==> src/rtl/serport_pkg.sv <==
`timescale 1ns/1ps
package serport_pkg;
  typedef enum logic [1:0] {
    MODE_ASYNC  = 2'd0,
    MODE_MASTER = 2'd1,
    MODE_SLAVE  = 2'd2,
    MODE_ALT    = 2'd3
  } mode_e;

  // parity over the active data bits; odd selects odd parity
  function automatic logic par_bit(input logic [7:0] d, input logic len8, input logic odd);
    return (^(d & (len8 ? 8'hFF : 8'h7F))) ^ odd;
  endfunction

  // total bits in an asynchronous frame, start and stop included
  function automatic logic [3:0] frame_len(input logic len8, input logic pen);
    return 4'd9 + {3'd0, len8} + {3'd0, pen};
  endfunction

  // transmit image, bit 0 leaves first, unused upper bits are stop level
  function automatic logic [10:0] build_frame(input logic [7:0] d, input logic len8,
                                              input logic pen, input logic odd);
    logic [10:0] f;
    f = '1;
    if (len8) begin
      f[8:1] = d;
      if (pen) f[9] = par_bit(d, len8, odd);
    end else begin
      f[7:1] = d[6:0];
      if (pen) f[8] = par_bit(d, len8, odd);
    end
    f[0] = 1'b0;
    return f;
  endfunction
endpackage

==> src/rtl/serport_txpath.sv <==
`timescale 1ns/1ps
module serport_txpath import serport_pkg::*; #(
  parameter int OVS_W = 4
) (
  input  logic       clk,
  input  logic       rst_n,
  input  logic       baud_tick,
  input  logic       load,
  input  logic [7:0] din,
  input  logic       is_sync,
  input  logic       is_master,
  input  logic       len8,
  input  logic       pen,
  input  logic       podd,
  input  logic       ext_rise,
  output logic       sout,
  output logic       sclk_out,
  output logic       busy,
  output logic       done,
  output logic       shift_rise
);
  logic [10:0]      sh;
  logic [3:0]       bitn;
  logic [OVS_W-1:0] sub;
  logic [3:0]       last_bit;
  logic             async_step, master_rise, step;

  assign last_bit    = is_sync ? 4'd7 : frame_len(len8, pen) - 4'd1;
  assign async_step  = !is_sync && baud_tick && (sub == '1);
  assign master_rise = baud_tick && !sclk_out;
  assign shift_rise  = busy && is_sync && (is_master ? master_rise : ext_rise);
  assign step        = busy && (async_step || shift_rise);
  assign sout        = busy ? sh[0] : 1'b1;

  always_ff @(posedge clk or negedge rst_n) begin
    if (!rst_n) begin
      sh       <= '1;
      bitn     <= '0;
      sub      <= '0;
      busy     <= 1'b0;
      sclk_out <= 1'b1;
      done     <= 1'b0;
    end else begin
      done <= 1'b0;
      if (load && !busy) begin
        sh       <= is_sync ? {3'b111, din} : build_frame(din, len8, pen, podd);
        bitn     <= '0;
        sub      <= '0;
        busy     <= 1'b1;
        sclk_out <= 1'b1;
      end else if (busy) begin
        if (baud_tick && !is_sync) sub <= sub + 1'b1;
        if (baud_tick && is_master) sclk_out <= ~sclk_out;
        if (step) begin
          sh   <= {1'b1, sh[10:1]};
          bitn <= bitn + 4'd1;
          if (bitn == last_bit) begin
            busy <= 1'b0;
            done <= 1'b1;
          end
        end
      end
    end
  end

  assert_sclk_idle_R6: assert property (@(posedge clk) disable iff (!rst_n)
    !busy |-> sclk_out);
  assert_done_ends_frame_R3: assert property (@(posedge clk) disable iff (!rst_n)
    done |-> (!busy && $past(busy)));
endmodule

==> src/rtl/serport_rxpath.sv <==
`timescale 1ns/1ps
module serport_rxpath import serport_pkg::*; #(
  parameter int OVS_W = 4
) (
  input  logic       clk,
  input  logic       rst_n,
  input  logic       baud_tick,
  input  logic       sin_s,
  input  logic       is_sync,
  input  logic       len8,
  input  logic       pen,
  input  logic       podd,
  input  logic       sync_rise,
  output logic       rx_valid,
  output logic [7:0] rx_data,
  output logic       par_bad,
  output logic       stop_bad
);
  localparam logic [OVS_W-1:0] MID = OVS_W'((1 << OVS_W) / 2 - 1);

  logic             active, sin_d, par_rx, start_edge;
  logic [OVS_W-1:0] sub;
  logic [3:0]       idx, last_idx, dbits;
  logic [7:0]       acc;

  assign last_idx   = frame_len(len8, pen) - 4'd1;
  assign dbits      = len8 ? 4'd8 : 4'd7;
  assign start_edge = !is_sync && !active && sin_d && !sin_s;

  always_ff @(posedge clk or negedge rst_n) begin
    if (!rst_n) begin
      active   <= 1'b0;
      sin_d    <= 1'b1;
      sub      <= '0;
      idx      <= '0;
      acc      <= '0;
      par_rx   <= 1'b0;
      rx_valid <= 1'b0;
      rx_data  <= '0;
      par_bad  <= 1'b0;
      stop_bad <= 1'b0;
    end else begin
      sin_d    <= sin_s;
      rx_valid <= 1'b0;
      if (is_sync) begin
        active <= 1'b0;
        if (sync_rise) begin
          acc <= {sin_s, acc[7:1]};
          if (idx == 4'd7) begin
            idx      <= '0;
            rx_valid <= 1'b1;
            rx_data  <= {sin_s, acc[7:1]};
            par_bad  <= 1'b0;
            stop_bad <= 1'b0;
          end else begin
            idx <= idx + 4'd1;
          end
        end
      end else if (!active) begin
        if (start_edge) begin
          active <= 1'b1;
          sub    <= '0;
          idx    <= '0;
        end
      end else if (baud_tick) begin
        sub <= sub + 1'b1;
        if (sub == MID) begin
          if (idx == 4'd0) begin
            if (sin_s) active <= 1'b0;
            else       idx    <= 4'd1;
          end else if (idx == last_idx) begin
            active   <= 1'b0;
            idx      <= '0;
            rx_valid <= 1'b1;
            rx_data  <= len8 ? acc : {1'b0, acc[6:0]};
            par_bad  <= pen && (par_rx != par_bit(acc, len8, podd));
            stop_bad <= !sin_s;
          end else if (idx <= dbits) begin
            acc[idx[2:0] - 3'd1] <= sin_s;
            idx <= idx + 4'd1;
          end else begin
            par_rx <= sin_s;
            idx    <= idx + 4'd1;
          end
        end
      end
    end
  end

  assert_valid_single_R4: assert property (@(posedge clk) disable iff (!rst_n)
    rx_valid |=> !rx_valid);
endmodule

==> src/rtl/dual_serial_port.sv <==
`timescale 1ns/1ps
module dual_serial_port import serport_pkg::*; #(
  parameter int OVS_W = 4
) (
  input  logic       clk,
  input  logic       rst_n,
  input  logic       bus_wr,
  input  logic       bus_rd,
  input  logic [1:0] bus_addr,
  input  logic [7:0] bus_wdata,
  output logic [7:0] bus_rdata,
  input  logic       baud_tick,
  output logic       irq,
  input  logic       sin,
  output logic       sout,
  input  logic       sclk_in,
  output logic       sclk_out,
  output logic       sclk_oe,
  output logic       srdy,
  output logic [3:0] pin_own
);
  localparam logic [1:0] A_CTRL = 2'd0;
  localparam logic [1:0] A_STAT = 2'd1;
  localparam logic [1:0] A_DATA = 2'd2;

  logic [5:0] ctrl;
  logic       pin_en, len8, pen, podd, is_sync, is_master, is_slave;
  logic [1:0] mode;
  logic [1:0] sync1, sync2;
  logic       sin_s, sclk_s, sclk_d, ext_rise;
  logic       tx_busy, tx_done_p, shift_rise, load;
  logic       rx_valid, par_bad, stop_bad;
  logic [7:0] rx_data, rx_buf;
  logic       rx_full, par_err, frm_err, ovr_err, tx_done;
  logic       data_rd, stat_wr;

  assign pin_en    = ctrl[0];
  assign mode      = ctrl[2:1];
  assign len8      = ctrl[3];
  assign pen       = ctrl[4];
  assign podd      = ctrl[5];
  assign is_master = (mode == MODE_MASTER);
  assign is_slave  = (mode == MODE_SLAVE);
  assign is_sync   = is_master || is_slave;

  // two-stage input synchronisers, bit 0 data, bit 1 clock
  always_ff @(posedge clk or negedge rst_n) begin
    if (!rst_n) begin
      sync1  <= 2'b11;
      sync2  <= 2'b11;
      sclk_d <= 1'b1;
    end else begin
      sync1  <= {sclk_in, sin};
      sync2  <= sync1;
      sclk_d <= sync2[1];
    end
  end
  assign sin_s    = sync2[0];
  assign sclk_s   = sync2[1];
  assign ext_rise = is_slave && sclk_s && !sclk_d;

  assign load    = bus_wr && (bus_addr == A_DATA) && pin_en;
  assign data_rd = bus_rd && (bus_addr == A_DATA);
  assign stat_wr = bus_wr && (bus_addr == A_STAT);

  serport_txpath #(.OVS_W(OVS_W)) u_tx (
    .clk(clk), .rst_n(rst_n), .baud_tick(baud_tick), .load(load), .din(bus_wdata),
    .is_sync(is_sync), .is_master(is_master), .len8(len8), .pen(pen), .podd(podd),
    .ext_rise(ext_rise), .sout(sout), .sclk_out(sclk_out), .busy(tx_busy),
    .done(tx_done_p), .shift_rise(shift_rise));

  serport_rxpath #(.OVS_W(OVS_W)) u_rx (
    .clk(clk), .rst_n(rst_n), .baud_tick(baud_tick), .sin_s(sin_s), .is_sync(is_sync),
    .len8(len8), .pen(pen), .podd(podd), .sync_rise(shift_rise), .rx_valid(rx_valid),
    .rx_data(rx_data), .par_bad(par_bad), .stop_bad(stop_bad));

  always_ff @(posedge clk or negedge rst_n) begin
    if (!rst_n) begin
      ctrl    <= '0;
      rx_buf  <= '0;
      rx_full <= 1'b0;
      par_err <= 1'b0;
      frm_err <= 1'b0;
      ovr_err <= 1'b0;
      tx_done <= 1'b0;
    end else begin
      if (bus_wr && bus_addr == A_CTRL) ctrl <= bus_wdata[5:0];
      if (data_rd) rx_full <= 1'b0;
      if (stat_wr) begin
        if (bus_wdata[2]) par_err <= 1'b0;
        if (bus_wdata[3]) frm_err <= 1'b0;
        if (bus_wdata[4]) ovr_err <= 1'b0;
        if (bus_wdata[5]) tx_done <= 1'b0;
      end
      if (rx_valid) begin
        if (rx_full && !data_rd) begin
          ovr_err <= 1'b1;
        end else begin
          rx_buf  <= rx_data;
          rx_full <= 1'b1;
        end
        if (par_bad)  par_err <= 1'b1;
        if (stop_bad) frm_err <= 1'b1;
      end
      if (tx_done_p) tx_done <= 1'b1;
    end
  end

  always_comb begin
    case (bus_addr)
      A_CTRL:  bus_rdata = {2'b00, ctrl};
      A_STAT:  bus_rdata = {2'b00, tx_done, ovr_err, frm_err, par_err, tx_busy, rx_full};
      A_DATA:  bus_rdata = rx_buf;
      default: bus_rdata = 8'h00;
    endcase
  end

  assign pin_own = pin_en ? {is_slave, is_sync, 1'b1, 1'b1} : 4'b0000;
  assign sclk_oe = pin_own[2] && is_master;
  assign srdy    = pin_own[3] && tx_busy;
  assign irq     = rx_full || par_err || frm_err || ovr_err || tx_done;

  assert_full_from_frame_R4: assert property (@(posedge clk) disable iff (!rst_n)
    $rose(rx_full) |-> $past(rx_valid));
  assert_ovr_needs_full_R10: assert property (@(posedge clk) disable iff (!rst_n)
    $rose(ovr_err) |-> $past(rx_full));
  assert_irq_quiet_R12: assert property (@(posedge clk) disable iff (!rst_n)
    (!rx_full && !tx_done && !par_err && !frm_err && !ovr_err) |-> !irq);
endmodule

==> config.mk <==
export PLATFORM = sky130hd
export DESIGN_NAME = dual_serial_port
export DESIGN_NICKNAME = d
export VERILOG_FILES = /design/src/rtl/serport_pkg.sv /design/src/rtl/serport_txpath.sv /design/src/rtl/serport_rxpath.sv /design/src/rtl/dual_serial_port.sv
export SDC_FILE = /design/constraint.sdc
export NUM_CORES = 1
export LEC_CHECK = 0
export BUFFER_PORTS_ARGS = -buffer_cell sky130_fd_sc_hd__buf_4
export CAP_MARGIN = 10
export CORE_MARGIN = 2
export CORE_UTILIZATION = 60
export DETAILED_ROUTE_END_ITERATION = 10
export GPL_TIMING_DRIVEN = 1
export PLACE_DENSITY = 0.89
export RECOVER_POWER = 50
export SLEW_MARGIN = 10
export SYNTH_ARGS = -nofsm -noshare
export SYNTH_HDL_FRONTEND = slang
export SYNTH_HIERARCHICAL = 1
export SYNTH_SLANG_ARGS = --single-unit
==> constraint.sdc <==
create_clock -name clk -period 2.6 [get_ports clk]
set_input_delay 0.39 -clock clk [delete_from_list [all_inputs] [get_ports clk]]
set_output_delay 0.39 -clock clk [all_outputs]
set_load 0.03 [all_outputs]
==> results of run 1 <==
## layout make-up
type | instances | area, um^2 | share of cell area
flip-flops and latches | 75 | 1900 | 0.391
clock inverters | 7 | 100 | 0.0206
inverters | 10 | 37.5 | 0.00772
multi-input cells | 314 | 2250 | 0.463
clock buffers | 9 | 124 | 0.0255
repair buffers | 45 | 332 | 0.0682
well taps | 96 | 120 | 0.0247
## cell usage in the layout, fill, tap and decap left out, types with 3 or more instances in the layout
cell and n:
mux2_1 7, nand2_1 60, ha_1 14, nand2b_1 7, inv_1 9, nor2_1 24
xor2_1 7, nor2b_1 7, a22oi_1 3, a22o_1 7, nor4_2 7, nand4_1 3
and3_1 4, a31oi_1 3, nor3b_1 3, buf_4 41, nor4_1 3, a21oi_1 20
mux2i_1 22, dfstp_2 15, xnor2_1 19, and2_1 4, o31ai_1 3, dfrtp_1 58
mux2_2 14, nor3_1 5, o21bai_1 4, nand3_1 4, o21ai_0 28, clkbuf_8 9
## per-layer routing
metal / share of wire / wire [um] / track usage
met3: 0.055 / 524 / 0.0569
met2: 0.49 / 4700 / 0.437
met4: 0.019 / 182 / 0.0895
met5: 0 / 0 / 0
met1: 0.43 / 4140 / 0.326
## state kept, by name (all words and copies together), names as in the netlist, 2 cells and up
name	cells
ctrl	6
rx_buf	8
sync1	2
sync2	2
u_rx/acc	8
u_rx/idx	4
u_rx/rx_data	8
u_rx/sub	4
u_tx/bitn	4
u_tx/sh	10
u_tx/sub	4
## power by group through the flow
stage / Combinational (W) / Sequential (W) / Clock [W]
final: 0.00169 / 0.00171 / 0.00100
after global routing: 0.00185 / 0.00174 / 0.00109
after CTS: 0.00167 / 0.00170 / 0.00102
after detailed placement: 0.00164 / 0.00172 / 0
after global placement: 0.00156 / 0.00169 / 0
after floorplan: 0.00129 / 0.00165 / 0
## what timing repair did
| action | 4_1_cts | 5_1_grt |
|---|---|---|
| resized for setup | 0 | 3 |
| endpoints found under the setup margin | 0 | 2 |
| hold endpoints to repair | 0 | 0 |
## metrics by stage
stage / power (W) / setup WS [ns] / hold slack (ns) / utilization / area, um^2
final: 0.00440 / 0.142 / 0.136 / 0.707 / 4860
after global routing: 0.00467 / 0.0214 / 0.113 / 0.707 / 4860
after CTS: 0.00438 / 0.0881 / 0.130 / 0.707 / 4860
after detailed placement: 0.00336 / 0.147 / 0.349 / 0.675 / 4640
after global placement: 0.00326 / 0.287 / 0.348 / 0.675 / 4640
after floorplan: 0.00294 / 0.279 / 0.0944 / - / 4320
## worst max-delay path, delay by kind of cell, from the launching register on
kind            cells  cell delay (ns)
compound gates      1             0.13
fa+ha+maj           1             0.32
buf+inv             3             0.46
flops               1             0.38
mux                 1             0.37
simple gates        2             0.69
## logic make-up (layout without fill, tap and decap cells)
kind of cell             Yosys count  count (layout)  share of synthesized area
AND/OR/NAND/NOR                  149             149                      0.194
AO/OA/AOI/OAI                     82              82                      0.127
flip-flops                        75              75                      0.440
multiplexers                      43              43                      0.106
buffers and inverters             31              71                     0.0409
XOR/XNOR                          26              26                     0.0528
adder cells (fa/ha/maj)           14              14                     0.0406
## how the worst max path moves through the flow
| stage | from | end | slack, ns | depth (start not counted) |
|---|---|---|---|---|
| after floorplan | ctrl[1]$_DFFE_PN0P_ | u_rx/acc[4]$_DFFE_PN0P_ | 0.28 | 10 |
| after global placement | ctrl[1]$_DFFE_PN0P_ | u_rx/acc[0]$_DFFE_PN0P_ | 0.29 | 8 |
| after detailed placement | ctrl[1]$_DFFE_PN0P_ | u_rx/acc[0]$_DFFE_PN0P_ | 0.15 | 8 |
| after CTS | ctrl[1]$_DFFE_PN0P_ | u_rx/acc[3]$_DFFE_PN0P_ | 0.09 | 8 |
| after global routing | ctrl[1]$_DFFE_PN0P_ | u_rx/acc[2]$_DFFE_PN0P_ | 0.02 | 8 |
| final | ctrl[1]$_DFFE_PN0P_ | u_rx/acc[0]$_DFFE_PN0P_ | 0.14 | 8 |
==> run_results.csv, run 1 <==
group,metric,value,unit
clocking,cts_tree,"built",
timing,period_minus_slack,2.46,ns
global_routing,grt_max_degree,76,
critical_path,ff2ff_setup_slack,0.14,ns
logic_synthesis,synth_warnings,6,
worst_hold_path,min_to,"sync1[1]$_DFF_PN1_",
placement,dp_cells,540,
power,power-per-cell-area,906,mW/mm^2
logic_synthesis,synthCells,420,
detailed_routing,drt_iter0_drc,196,
global_routing,gr-total-overflow,0,
flow_run,drv_cap,1,
logic_synthesis,syn_avg_cell_area,10.3,um^2
timing,fmax,407,MHz
power,vdd_drop_max,0.442,mV
power,leakage,2.24,nW
worst_hold_path,min_path_type,"in2reg",
floorplanning,pin_count,34,
clocking,cts_setup_buffers,0,
timing,rsz0062_at_grt,"false",
critical_path,startpoint_type,"flip-flop",
critical_path,cp_data_required_time,2.83,ns
timing,fin_skew,0.0153,ns
detailed_routing,vias_per_cell,5.87,
detailed_routing,routedWlPerCell,17.2,um
logic_synthesis,ys_types,60,
critical_path,cpMaxStageDelayCell,"dfrtp_1",
timing,fin_crit_sh,0.946,
placement,hpwl,6540,um
clocking,root_buffer,"clkbuf_8",
timing,worst_pin_slew,1.82,ns
power,seq_power_share,0.387,
critical_path,path_class,"reg2reg",
global_routing,grt.total_usage,0.258,
clocking,path_clk_slew,0.09,ns
critical_path,worstPathArrival,2.69,ns
logic_synthesis,netlist_area,0.00432,mm^2
clocking,cts_hold_buf,0,
detailed_routing,first_pass_iters,5,
layout,fillers,455,
floorplanning,die-height,88.8,um
logic_synthesis,ys_seq_area_frac,0.440,
layout,layout-drive-gt1-share,0.243,
logic_synthesis,synth_top_area_frac,0.336,
clocking,cts_max_level,3,
floorplanning,core-area,0.00687,mm^2
logic_synthesis,ys_top_cells_by_count,"nand2_1 (60), dfrtp_1 (58), o21ai_0 (28), nor2_1 (24), mux2i_1 (22)",
logic_synthesis,async_reset_ff_frac,1.00,
placement,port_buffers,33,
timing,slew_viol_final,76,
critical_path,critPathMaxStageDelay,0.38,ns
power,pwr-share-comb,0.385,
critical_path,worst_r2r_startpoint,"ctrl[1]$_DFFE_PN0P_",
global_routing,grt_antenna_before_repair,0,
timing,setup_viol,0,
outcome,violations,"max-capacitance violations, max-slew violations",
detailed_routing,num_vias,3265,
logic_synthesis,synthFlopType,"dfrtp_1",
worst_hold_path,hold_depth,1,
global_routing,grt_pass1_wl,15500,um
logic_synthesis,yosys.area.top_type,"dfrtp_1",
floorplanning,die_x,88.8,um
critical_path,end_kind,"flip-flop",
timing,relSlewSlack,-0.214,
timing,hold_violations,0,
outcome,status,"finished with violations",
power,internal_power,0.00272,W
floorplanning,num_rows,30,
power,switching_power,0.00168,W
detailed_routing,ant_nets,0,
logic_synthesis,synth_most_common_cell,"nand2_1",
placement,place.gp.congestion,0.839,
detailed_routing,totalWireLength,9550,um
worst_hold_path,min-delay-start,"sclk_in",
layout,fin_cells,556,
power,switching_share,0.381,
logic_synthesis,synthTopCellsByArea,"dfrtp_1 (34%), dfstp_2 (10%), nand2_1 (5.2%)",
critical_path,r2r-end,"u_rx/acc[0]$_DFFE_PN0P_",
layout,antenna_cells,0,
clocking,clock_path_buffers,2,
logic_synthesis,synth_seq_cells,75,
clocking,clock_sinks,75,
logic_synthesis,synth_nets,451,
timing,finalSetupTns,0,ns
global_routing,grt_pass1_vias,3261,
critical_path,ff2ff_path_depth,8,
critical_path,critPathMaxFanout,9,
logic_synthesis,synth_edf_count,0,
critical_path,path_cells,"inv_1, ha_1, clkinv_1, buf_4, nor4b_4, a221oi_4, nor4_2, mux2_2",
floorplanning,die_area,0.00789,mm^2
clocking,clkLatencyLatePin,0.35,ns
detailed_routing,remaining_drc_errors,0,
clocking,cts_buffers,9,
layout,layout.nets,486,
power,p_clk_frac,0.228,
floorplanning,initial_core_util,0.628,
layout,area_growth,12.6,%
Note: power is estimated with default switching activity, not from simulation.
==> inputs of run 2 (changes only) <==
PLACE_DENSITY = 0.9   (was 0.89)
==> run 2 against run 1 <==
Net effect: the flow still finishes with violations (max-capacitance violations, max-slew violations); core utilization is 0.22 points lower; routed wire length is 6.6% higher; global-route usage is 1.7 points higher; via count is 5.8% higher; final area is 0.31% lower; final cell count is 0.18% higher; clock-buffer cell count is 3 higher; sequential power hardly changed; critical endpoint is now u_rx/idx[1]$_DFFE_PN0P_; largest cell class unchanged.
==> run_results.csv, run 2 (synthesis results as in run 1) <==
group,metric,value,unit
floorplanning,core-area,0.00687,mm^2
layout,largest_reg_flops,10,
timing,fin_crit_sh,0.916,
critical_path,startpoint_type,"flip-flop",
outcome,status,"finished with violations",
detailed_routing,totalWireLength,10200,um
placement,dp_cells,541,
global_routing,grt_antenna_before_repair,0,
floorplanning,num_rows,30,
critical_path,worstPathArrival,2.62,ns
layout,fin_cells,557,
layout,area_growth,12.2,%
clocking,clock_sinks,75,
timing,worst_pin_slew,1.82,ns
timing,holdWs,0.127,ns
global_routing,grt_max_degree,76,
layout,layout.nets,487,
global_routing,grt_pass1_vias,3279,
layout,layout_commonest_cell,"nand2_1",
timing,slew_viol_final,76,
critical_path,path_cells,"inv_1, ha_1, inv_2, nand2b_1, nor2_1, a221oi_4, buf_4, nor2_1, a32o_1",
timing,fmax,420,MHz
global_routing,grt.total_usage,0.275,
global_routing,gr-total-overflow,0,
critical_path,cp_data_required_time,2.84,ns
critical_path,worst_r2r_startpoint,"ctrl[1]$_DFFE_PN0P_",
clocking,path_clk_slew,0.09,ns
detailed_routing,num_vias,3455,
placement,port_buffers,33,
floorplanning,die-height,88.8,um
layout,layout_common_cells,"nand2_1 (60), dfrtp_1 (58), buf_4 (42)",
detailed_routing,vias_per_cell,6.20,
power,power-per-cell-area,890,mW/mm^2
worst_hold_path,hold_depth,1,
clocking,root_buffer,"clkbuf_8",
floorplanning,die_area,0.00789,mm^2
placement,place.gp.congestion,0.832,
timing,setup_viol,0,
power,vdd_drop_max,0.360,mV
flow_run,drv_cap,1,
clocking,clock_path_buffers,2,
layout,postLayoutCellArea,0.00484,mm^2
layout,antenna_cells,0,
floorplanning,die_x,88.8,um
critical_path,critPathMaxFanout,9,
clocking,cts_max_level,3,
worst_hold_path,min_path_type,"in2reg",
floorplanning,pin_count,34,
critical_path,r2r-end,"u_rx/idx[1]$_DFFE_PN0P_",
timing,hold_violations,0,
critical_path,critPathMaxStageDelay,0.51,ns
detailed_routing,routedWlPerCell,18.3,um
placement,dpl-instance-area,0.00464,mm^2
critical_path,cpMaxStageDelayCell,"a221oi_4",
timing,rsz0062_at_grt,"false",
worst_hold_path,min_to,"sync1[1]$_DFF_PN1_",
critical_path,path_class,"reg2reg",
layout,top_register,"u_tx/sh",
layout,layout-drive-gt1-share,0.241,
timing,finalSetupTns,0,ns
critical_path,ff2ff_path_depth,9,
global_routing,grt_pass1_wl,16300,um
critical_path,end_kind,"flip-flop",
power,leakage,2.24,nW
timing,relSlewSlack,-0.211,
outcome,violations,"max-capacitance violations, max-slew violations",
detailed_routing,drt_iter0_drc,350,
detailed_routing,first_pass_iters,7,
clocking,cts_tree,"built",
clocking,cts_buffers,9,
floorplanning,initial_core_util,0.628,
timing,period_minus_slack,2.38,ns
critical_path,cp_common_cell,"nor2_1",
worst_hold_path,min-delay-start,"sclk_in",
detailed_routing,ant_nets,0,
placement,hpwl,6830,um
critical_path,ff2ff_setup_slack,0.22,ns
timing,fin_skew,0.0161,ns
clocking,clkLatencyLatePin,0.37,ns
detailed_routing,remaining_drc_errors,0,
run 2: changes by cell type in the layout (fill, tap and decap cells not counted):
cell | before | now
buf_4 | 41 | 42
bufinv_16 | 2 | 0
clkbuf_1 | 1 | 2
clkbuf_16 | 0 | 2
clkinv_1 | 1 | 0
clkinv_4 | 2 | 3
inv_2 | 0 | 1
inv_6 | 2 | 0
nor3b_1 | 3 | 2
nor3b_4 | 1 | 2
nor4_1 | 3 | 6
nor4_2 | 7 | 4
run 2: worst max-delay path by stage:
stage	from	end	slack, ns
5_1_grt	ctrl[1]$_DFFE_PN0P_	u_rx/idx[1]$_DFFE_PN0P_	0.12
4_1_cts	ctrl[1]$_DFFE_PN0P_	u_rx/acc[7]$_DFFE_PN0P_	0.12
3_5_place_dp	ctrl[1]$_DFFE_PN0P_	u_rx/acc[1]$_DFFE_PN0P_	0.17
3_3_place_gp	ctrl[1]$_DFFE_PN0P_	u_rx/acc[0]$_DFFE_PN0P_	0.31
6_report	ctrl[1]$_DFFE_PN0P_	u_rx/idx[1]$_DFFE_PN0P_	0.22
2_1_floorplan	ctrl[1]$_DFFE_PN0P_	u_rx/acc[4]$_DFFE_PN0P_	0.28
run 2: cell type report:
class,instances,area [um^2]
multi-input combinational,314,2240
inverter,10,37.5
clock buffer,12,178
timing repair buffer,46,339
sequential,75,1900
tap,96,120
fill,466,2020
clock inverter,4,31.3
run 2: power by group:
part	switching, W	internal [W]
Combinational	0.000960	0.000740
Sequential	0.000262	0.00144
Clock	0.000447	0.000466
Total	0.00167	0.00265
run 2: worst max-delay path, delay by kind of cell (launching register included):
kind,cells,cell delay [ns]
AO/OA/AOI/OAI,2,0.79
flip-flops,1,0.38
AND/OR/NAND/NOR,3,0.32
buffers and inverters,3,0.43
adder cells (fa/ha/maj),1,0.33
run 2: timing repair:
item	CTS	global route
hold buffers	0	0
buffers inserted	0	0
endpoints found under the setup margin	0	2
gates resized for setup	0	1
run 2: routing by layer:
| layer | global-route usage | vias to the layer above | routed length [um] |
|---|---|---|---|
| li1 | - | 1552 | - |
| met1 | 0.332 | 1698 | 3980 |
| met2 | 0.472 | 164 | 5180 |
| met3 | 0.0644 | 41 | 658 |
| met4 | 0.116 | 0 | 355 |
| met5 | 0 | - | 0 |
run 2: through the flow:
stage	util	setup WS, ns	power [W]
final	0.705	0.218	0.00431
after global routing	0.705	0.116	0.00457
after CTS	0.706	0.121	0.00430
after detailed placement	0.676	0.175	0.00336
after global placement	0.676	0.315	0.00325
after floorplan	-	0.279	0.00294
